--- config.mk ---
export PLATFORM = sky130hd
export DESIGN_NAME = rtc_regfile
export DESIGN_NICKNAME = d
export VERILOG_FILES = /design/src/rtl/rtc_pkg.sv /design/src/rtl/rtc_ptr.sv /design/src/rtl/rtc_store.sv /design/src/rtl/rtc_regfile.sv
export SDC_FILE = /design/constraint.sdc
export NUM_CORES = 1
export LEC_CHECK = 0
export BUFFER_PORTS_ARGS = -buffer_cell sky130_fd_sc_hd__clkbuf_2
export CORE_MARGIN = 4
export CORE_UTILIZATION = 25
export DETAILED_ROUTE_END_ITERATION = 8
export GPL_TIMING_DRIVEN = 0
export SLEW_MARGIN = 20
export SYNTH_ARGS = -nofsm -noshare
export SYNTH_HDL_FRONTEND = slang
export SYNTH_SLANG_ARGS = --single-unit
--- constraint.sdc ---
create_clock -name clk -period 3.12 [get_ports clk]
set_input_delay 0.624 -clock clk [delete_from_list [all_inputs] [get_ports clk]]
set_output_delay 0.624 -clock clk [all_outputs]
set_load 0.01 [all_outputs]
--- src/rtl/rtc_pkg.sv ---
package rtc_pkg;

    localparam int ADDR_W     = 6;
    localparam int DEPTH      = 1 << ADDR_W;
    localparam int TIME_BYTES = 7;
    localparam int FIELD_W    = $clog2(TIME_BYTES);
    localparam int CTRL_ADDR  = 7;
    localparam logic [7:0] CTRL_KEEP = 8'hB3;
    localparam int STOP_BIT   = 5;
    localparam logic [7:0] STOP_MASK = 8'(1 << STOP_BIT);

    typedef logic [7:0] byte_t;

    typedef enum logic [1:0] {
        OP_NONE,
        OP_ADDR,
        OP_WRITE,
        OP_READ
    } op_e;

    typedef struct packed {
        logic              capture;
        op_e               op;
        logic [ADDR_W-1:0] addr;
        byte_t             data;
    } access_t;

    // Control write: reserved bits dropped, stop flag may only fall.
    function automatic byte_t ctrl_merge(input byte_t old_v, input byte_t new_v);
        byte_t kept;
        kept = new_v & CTRL_KEEP & ~STOP_MASK;
        return kept | (new_v & old_v & STOP_MASK);
    endfunction

endpackage

--- src/rtl/rtc_ptr.sv ---
module rtc_ptr
    import rtc_pkg::*;
#(
    parameter int AW = ADDR_W
) (
    input  logic          clk,
    input  logic          rst,
    input  logic          start_wr_i,
    input  logic          start_rd_i,
    input  logic          wr_stb_i,
    input  byte_t         wr_data_i,
    input  logic          rd_stb_i,
    output access_t       acc_o
);

    localparam logic [AW-1:0] PTR_LAST = '1;

    logic [AW-1:0] ptr_q;
    logic          expect_q;
    op_e           op;

    always_comb begin
        op = OP_NONE;
        if (start_wr_i || start_rd_i) begin
            op = OP_NONE;
        end else if (wr_stb_i) begin
            op = expect_q ? OP_ADDR : OP_WRITE;
        end else if (rd_stb_i) begin
            op = OP_READ;
        end
    end

    always_comb begin
        acc_o.op      = op;
        acc_o.addr    = ptr_q;
        acc_o.data    = wr_data_i;
        acc_o.capture = start_wr_i || start_rd_i ||
                        (((op == OP_WRITE) || (op == OP_READ)) && (ptr_q == PTR_LAST));
    end

    always_ff @(posedge clk) begin
        if (rst) begin
            ptr_q    <= '0;
            expect_q <= 1'b0;
        end else if (start_wr_i) begin
            expect_q <= 1'b1;
        end else if (start_rd_i) begin
            expect_q <= 1'b0;
        end else begin
            case (op)
                OP_ADDR: begin
                    ptr_q    <= wr_data_i[AW-1:0];
                    expect_q <= 1'b0;
                end
                OP_WRITE, OP_READ: ptr_q <= ptr_q + 1'b1;
                default: ;
            endcase
        end
    end

    AST_PTR_STEP: assert property (@(posedge clk) disable iff (rst)
        ((op == OP_WRITE) || (op == OP_READ)) |=> (ptr_q == $past(ptr_q) + 1'b1))
        else $error("pointer did not step");

    AST_ADDR_LOAD: assert property (@(posedge clk) disable iff (rst)
        (wr_stb_i && expect_q && !start_wr_i && !start_rd_i)
        |=> (ptr_q == $past(wr_data_i[AW-1:0])) && !expect_q)
        else $error("address byte not taken");

    AST_START_HOLDS_PTR: assert property (@(posedge clk) disable iff (rst)
        (start_wr_i || start_rd_i) |=> $stable(ptr_q))
        else $error("pointer moved on start");

endmodule

--- src/rtl/rtc_store.sv ---
module rtc_store
    import rtc_pkg::*;
#(
    parameter int AW    = ADDR_W,
    parameter int NTIME = TIME_BYTES,
    parameter int CADDR = CTRL_ADDR
) (
    input  logic            clk,
    input  logic            rst,
    input  access_t         acc_i,
    input  logic [8*NTIME-1:0] time_i,
    input  logic            osc_stop_i,
    output byte_t           rd_data_o,
    output logic            rd_valid_o
);

    localparam int NBYTES = 1 << AW;

    byte_t              cells [NBYTES];
    logic [8*NTIME-1:0] snap_flat;
    byte_t              rd_q;
    logic               rv_q;

    for (genvar g = 0; g < NBYTES; g++) begin : g_cell
        byte_t cell_q;
        logic  hit;
        assign hit      = (acc_i.op == OP_WRITE) && (acc_i.addr == AW'(g));
        assign cells[g] = cell_q;

        if (g < NTIME) begin : g_time
            always_ff @(posedge clk) begin
                if (rst) begin
                    cell_q <= '0;
                end else if (acc_i.capture) begin
                    cell_q <= time_i[8*g +: 8];
                end
            end
            assign snap_flat[8*g +: 8] = cell_q;
        end else if (g == CADDR) begin : g_ctrl
            always_ff @(posedge clk) begin
                if (rst) begin
                    cell_q <= '0;
                end else begin
                    if (hit) begin
                        cell_q <= ctrl_merge(cell_q, acc_i.data);
                    end
                    if (osc_stop_i) begin
                        cell_q[STOP_BIT] <= 1'b1;
                    end
                end
            end

            AST_CTRL_RSVD: assert property (@(posedge clk) disable iff (rst)
                ((cell_q & ~CTRL_KEEP) == 8'h00))
                else $error("reserved control bit set");

            AST_STOP_NO_SET: assert property (@(posedge clk) disable iff (rst)
                (!cell_q[STOP_BIT] && !osc_stop_i) |=> !cell_q[STOP_BIT])
                else $error("stop flag rose without monitor");
        end else begin : g_ram
            always_ff @(posedge clk) begin
                if (rst) begin
                    cell_q <= '0;
                end else if (hit) begin
                    cell_q <= acc_i.data;
                end
            end
        end
    end

    always_ff @(posedge clk) begin
        if (rst) begin
            rd_q <= '0;
            rv_q <= 1'b0;
        end else begin
            rv_q <= (acc_i.op == OP_READ);
            if (acc_i.op == OP_READ) begin
                rd_q <= cells[acc_i.addr];
            end
        end
    end

    assign rd_data_o  = rd_q;
    assign rd_valid_o = rv_q;

    AST_SNAP_TAKEN: assert property (@(posedge clk) disable iff (rst)
        acc_i.capture |=> (snap_flat == $past(time_i)))
        else $error("snapshot differs from captured time");

    AST_RD_PULSE: assert property (@(posedge clk) disable iff (rst)
        (acc_i.op == OP_READ) |=> rv_q)
        else $error("read valid missing");

    AST_RD_ONLY_ON_STB: assert property (@(posedge clk) disable iff (rst)
        (acc_i.op != OP_READ) |=> !rv_q)
        else $error("spurious read valid");

endmodule

--- src/rtl/rtc_regfile.sv ---
module rtc_regfile
    import rtc_pkg::*;
(
    input  logic         clk,
    input  logic         rst,
    input  logic         start_wr_i,
    input  logic         start_rd_i,
    input  logic         wr_stb_i,
    input  logic [7:0]   wr_data_i,
    input  logic         rd_stb_i,
    output logic [7:0]   rd_data_o,
    output logic         rd_valid_o,
    input  logic [55:0]  time_i,
    input  logic         osc_stop_i,
    output logic         tk_load_o,
    output logic [2:0]   tk_field_o,
    output logic [7:0]   tk_data_o
);

    access_t              acc;
    logic                 tk_load_q;
    logic [FIELD_W-1:0]   tk_field_q;
    byte_t                tk_data_q;

    rtc_ptr #(.AW(ADDR_W)) u_ptr (
        .clk        (clk),
        .rst        (rst),
        .start_wr_i (start_wr_i),
        .start_rd_i (start_rd_i),
        .wr_stb_i   (wr_stb_i),
        .wr_data_i  (wr_data_i),
        .rd_stb_i   (rd_stb_i),
        .acc_o      (acc)
    );

    rtc_store #(.AW(ADDR_W), .NTIME(TIME_BYTES), .CADDR(CTRL_ADDR)) u_store (
        .clk        (clk),
        .rst        (rst),
        .acc_i      (acc),
        .time_i     (time_i),
        .osc_stop_i (osc_stop_i),
        .rd_data_o  (rd_data_o),
        .rd_valid_o (rd_valid_o)
    );

    always_ff @(posedge clk) begin
        if (rst) begin
            tk_load_q  <= 1'b0;
            tk_field_q <= '0;
            tk_data_q  <= '0;
        end else begin
            tk_load_q <= (acc.op == OP_WRITE) && (acc.addr < ADDR_W'(TIME_BYTES));
            if ((acc.op == OP_WRITE) && (acc.addr < ADDR_W'(TIME_BYTES))) begin
                tk_field_q <= acc.addr[FIELD_W-1:0];
                tk_data_q  <= acc.data;
            end
        end
    end

    assign tk_load_o  = tk_load_q;
    assign tk_field_o = tk_field_q;
    assign tk_data_o  = tk_data_q;

    AST_TK_FIELD_RANGE: assert property (@(posedge clk) disable iff (rst)
        tk_load_o |-> (tk_field_o < 3'(TIME_BYTES)))
        else $error("load request for a non-time field");

    AST_TK_ONE_SHOT: assert property (@(posedge clk) disable iff (rst)
        !wr_stb_i |=> !tk_load_o)
        else $error("load request without a write");

endmodule

==> flow_results.org <==
** Clocking
- The number of gates resized after CTS was 10.
- The later pin in the worst-skew pair is clocked with a latency of 0.63 ns.
- Post-CTS setup buffer count :: 0
- The clock passes through at most 3 buffers.
- Number of H-tree levels :: 2
- Counting the buffers created by CTS gives 58.
- Clock-pin slew was measured on the worst setup and hold paths at 0.06 ns.
- Number of hold-repair buffers added at the cts stage :: 0
- Number of sinks handled by clock tree synthesis :: 537
- Root buffer selected by CTS :: clkbuf_16
- Clock tree from TritonCTS :: done

** GRT
- For this run, the total global-route usage over all layers was measured as 19.3%.
- Entering global routing, the biggest net connects 20 pins.
- Antenna violations before repair :: 4
- Overflow left after global routing :: 0
- Wire length of the first global-routing pass :: 145000 um
- Number of global-route vias before repair :: 20331

** Detailed routing
- Via density per instance :: 5.28
- Detailed routing inserted a total of 21527 vias.
- Total DRC errors in the routed layout :: 0
- Remaining number of nets flagged by the antenna check after routing :: 0
- Detailed-route wire length per cell :: 25.1 um
- After detailed routing, the total wire length is 102000 um.
- The first routing iteration left 2666 violations.
- TritonRoute pass-1 iters :: 6

** Timing
- For this run, the top clock speed supported by timing is 318 MHz.
- Fraction of the cycle the final worst path needs :: 101%
- Final setup skew :: 0.0163 ns
- The max-slew violation count was 0.
- Setup violations remaining at the end of the flow were counted as 1.
- Slew at the pin with the worst max-slew slack :: 1.28 ns
- The worst pin sits at a relative slew slack of 14.7%.
- For the finished layout, the period the worst path requires is 3.14 ns.
- Unrepaired setup endpoints after global routing :: false
- Across all hold checks on the routed design, the worst slack comes to 0.219 ns.
- Across all setup checks in the final design, the least slack found is -0.0214 ns.
- Number of hold violations in the final report :: 0

** Logic synthesis
- Number of enable-type register cells in the synthesized netlist :: 0
- Synthesized instance count :: 2623
- The synthesized netlist contains 59 unique library cells.
- Synthesis inferred 537 register bits.
- In this run the cell area of the synthesized design comes to 24100 sq um.
- Main synth FF type :: dfxtp_1
- Averaged over all synthesized cells, the footprint is 9.18 sq um.
- During synthesis, Yosys emitted a total of 0 warnings.
- Sequential elements use 44.6% of the synthesized area.
- Post-synthesis net count :: 2698
- Async set-reset flop share out of synthesis :: 0%

** Power
- Power spent charging and discharging nets :: 3.91 mW
- Switching fraction of total power :: 25.4%
- Clock network power share :: 47.3%
- Per report_power, the sequential group accounts for 45.2% of the total.
- Combinational logic is responsible for 7.5% of the overall power.
- Summing internal, switching and leakage power gives 15.4 mW.
- The internal portion of the total power is 11.5 mW.
- VDD sags by at most 0.416 mV.
- Power density over the cells :: 548 nW/um^2
- Leak pwr :: 10.2 nW

** Setup path
- Internal reg-to-reg setup slack :: -0.02 ns
- The startpoint identified for the worst register-to-register timing path is u_ptr.ptr_q[1].
- In this run the worst path has a maximum fanout of 10.
- The worst register-to-register path ends at u_store.rd_data_o[3].
- The worst setup path is of the flip-flop to flip-flop kind.
- The worst setup path is captured at a flip-flop.
- The worst setup path is launched from a flip-flop.
- Worst reg-to-reg path cell count :: 8
- Data on the critical path is required at its endpoint by 3.67 ns.
- Data on the critical path arrives at its endpoint at 3.69 ns.

** Status
- Failing checks :: setup timing
- The flow ran to the end, but the final reports show violations.

** Layout
- The layout has 10225 filler cells.
- Across the whole layout, storage elements account for 10800 sq um.
- The multi-input combinational cells in the finished layout cover a total of 12100 sq um.
- Ratio of cells with drive above 1 in the final layout :: 15.2%
- The library cell used most frequently in the layout, excluding fill and tap cells, is dfxtp_1.
- Post-synthesis to final-layout area growth :: 16.8%
- The final layout contains 2836 nets.
- The top cell types in the final layout, fill and taps aside, are dfxtp_1 (536), nand2_1 (438), a21oi_1 (321).

** Floorplanning
- The die is 318 um tall.
- Row generation in the floorplan step produced 113 rows.
- From left edge to right edge, the die measures 318 um.
- Die area :: 101000 sq um
- The region available for standard cell placement spans 95300 sq um.
- In this run the count of I/O pins placed on the die edge is 92.
- For this configuration, the core starts out at a cell density of 25.3%.

** Placement
- At the end of routability-driven placement, the weighted congestion stood at 0.989.
- Buffers placed on the I/O ports in this run total 82.
- Summed over all nets, the half-perimeter wirelength after detailed placement is 75100 um.

** Job
- Max-Cap Viols :: 0

** Worst hold path
- Worst hold-check path type :: primary input to flip-flop
- The worst hold path passes through 3 cells.
- For hold timing, the worst endpoint is u_store.g_cell[6].cell_q[4].
- In this run the most critical hold path is launched from time_i[52].
==> flip-flops by register name, indices dropped and copies added (netlist names) <==
signal	flops
tk_field_o	3
u_ptr.ptr_q	6
u_store.rd_valid_o	1
u_store.rd_data_o	8
u_store.g_cell.cell_q	509
tk_data_o	8
tk_load_o	1
u_ptr.expect_q	1
==> cell families after synthesis <==
logic type                 Yosys count  synth area share, %
and+or+nand+nor                    989                 18.2
DFF                                537                 44.6
AOI/OAI and AO/OA                  447                 10.3
muxes                              391                 21.4
buffers and inverters              255                 5.29
adders and majority gates            4                0.208
==> stage by stage <==
step / instance area [sq um] / worst slack, ns / instances / TNS, ns / utilization, %
2_1_floorplan: 24100 / 0.727 / 2623 / 0 / -
3_3_place_gp: 26100 / -0.499 / 3970 / -91.92 / 27.4
3_5_place_dp: 26100 / -0.511 / 3970 / -73.99 / 27.4
4_1_cts: 28100 / 0.00942 / 4077 / 0 / 29.5
5_1_grt: 28100 / 0.00621 / 4075 / 0 / 29.5
6_report: 28100 / -0.0214 / 4078 / -0.0214 / 29.5
==> synthesized netlist by cell type, drive strengths merged, types with 2 or more instances <==
cell	n	share of area (%)
o21ai	48	1.0
buf	90	2.7
o21bai	7	0.22
clkbuf	160	2.5
ha	4	0.21
nor4b	2	0.16
and3	2	0.052
o22a	7	0.25
nor2	249	4.3
a2111oi	2	0.073
nor3b	2	0.083
mux4	99	9.3
a41oi	7	0.25
a32oi	7	0.25
nand3	240	5.3
a22o	11	0.40
a21oi	321	6.7
a211oi	7	0.26
and2	7	0.18
inv	3	0.047
nor2b	11	0.29
mux2i	289	12
a22oi	9	0.28
nand2	455	7.1
and4	7	0.25
dfxtp	537	45
a31oi	14	0.36
nor3	10	0.21
mux2	3	0.14
clkinv	2	0.031
==> how the worst max path moves through the flow <==
| stage | cells after the start | from | slack, ns | endpoint |
|---|---|---|---|---|
| 2_1_floorplan | 12 | u_ptr.ptr_q[1] | 0.73 | u_store.g_cell[36].cell_q[7] |
| 3_3_place_gp | 10 | u_ptr.ptr_q[0] | -0.50 | u_store.g_cell[22].cell_q[7] |
| 3_5_place_dp | 10 | u_ptr.ptr_q[0] | -0.51 | u_store.g_cell[22].cell_q[4] |
| 4_1_cts | 8 | u_ptr.ptr_q[0] | 0.009 | u_store.rd_data_o[1] |
| 5_1_grt | 10 | u_ptr.ptr_q[0] | 0.006 | u_store.g_cell[62].cell_q[2] |
| 6_report | 8 | u_ptr.ptr_q[1] | -0.02 | u_store.rd_data_o[3] |
==> critical path: stages (launching register included) <==
cell       delay (ns)
dfxtp_2          0.43
buf_6            0.24
buf_8            0.22
buf_6            0.22
buf_2            0.40
a211oi_1         0.23
a2111oi_0        0.88
a31oi_1          0.16
a41oi_1          0.25
==> cell type report <==
class / instances / share of cell area, %
antenna: 3 / 0.0267
buffer: 246 / 4.45
clock buffer: 85 / 6.06
clock inverter: 24 / 1.03
inverter: 5 / 0.0667
multi-input combinational: 1831 / 43.0
sequential: 537 / 38.2
tap: 1265 / 5.63
timing repair buffer: 82 / 1.46
==> power by group through the flow <==
stage,clock network (mW),logic (mW),registers [mW]
floorplan,0,0.582,7.09
detailed placement,0,1.11,7.11
CTS,7.28,1.11,6.96
global route,7.56,1.17,6.96
finish,7.28,1.15,6.96
global placement,0,1.11,7.11
==> metal layers <==
| metal | vias to the layer above | track usage [%] | part of all wire [%] |
|---|---|---|---|
| met5 | - | 0 | 0.013 |
| met4 | 2 | 9.53 | 5.9 |
| met3 | 268 | 4.79 | 10 |
| met2 | 1257 | 28.9 | 42 |
| met1 | 10543 | 25.8 | 41 |
| li1 | 9457 | - | - |
(Power assumes the default switching activity.)
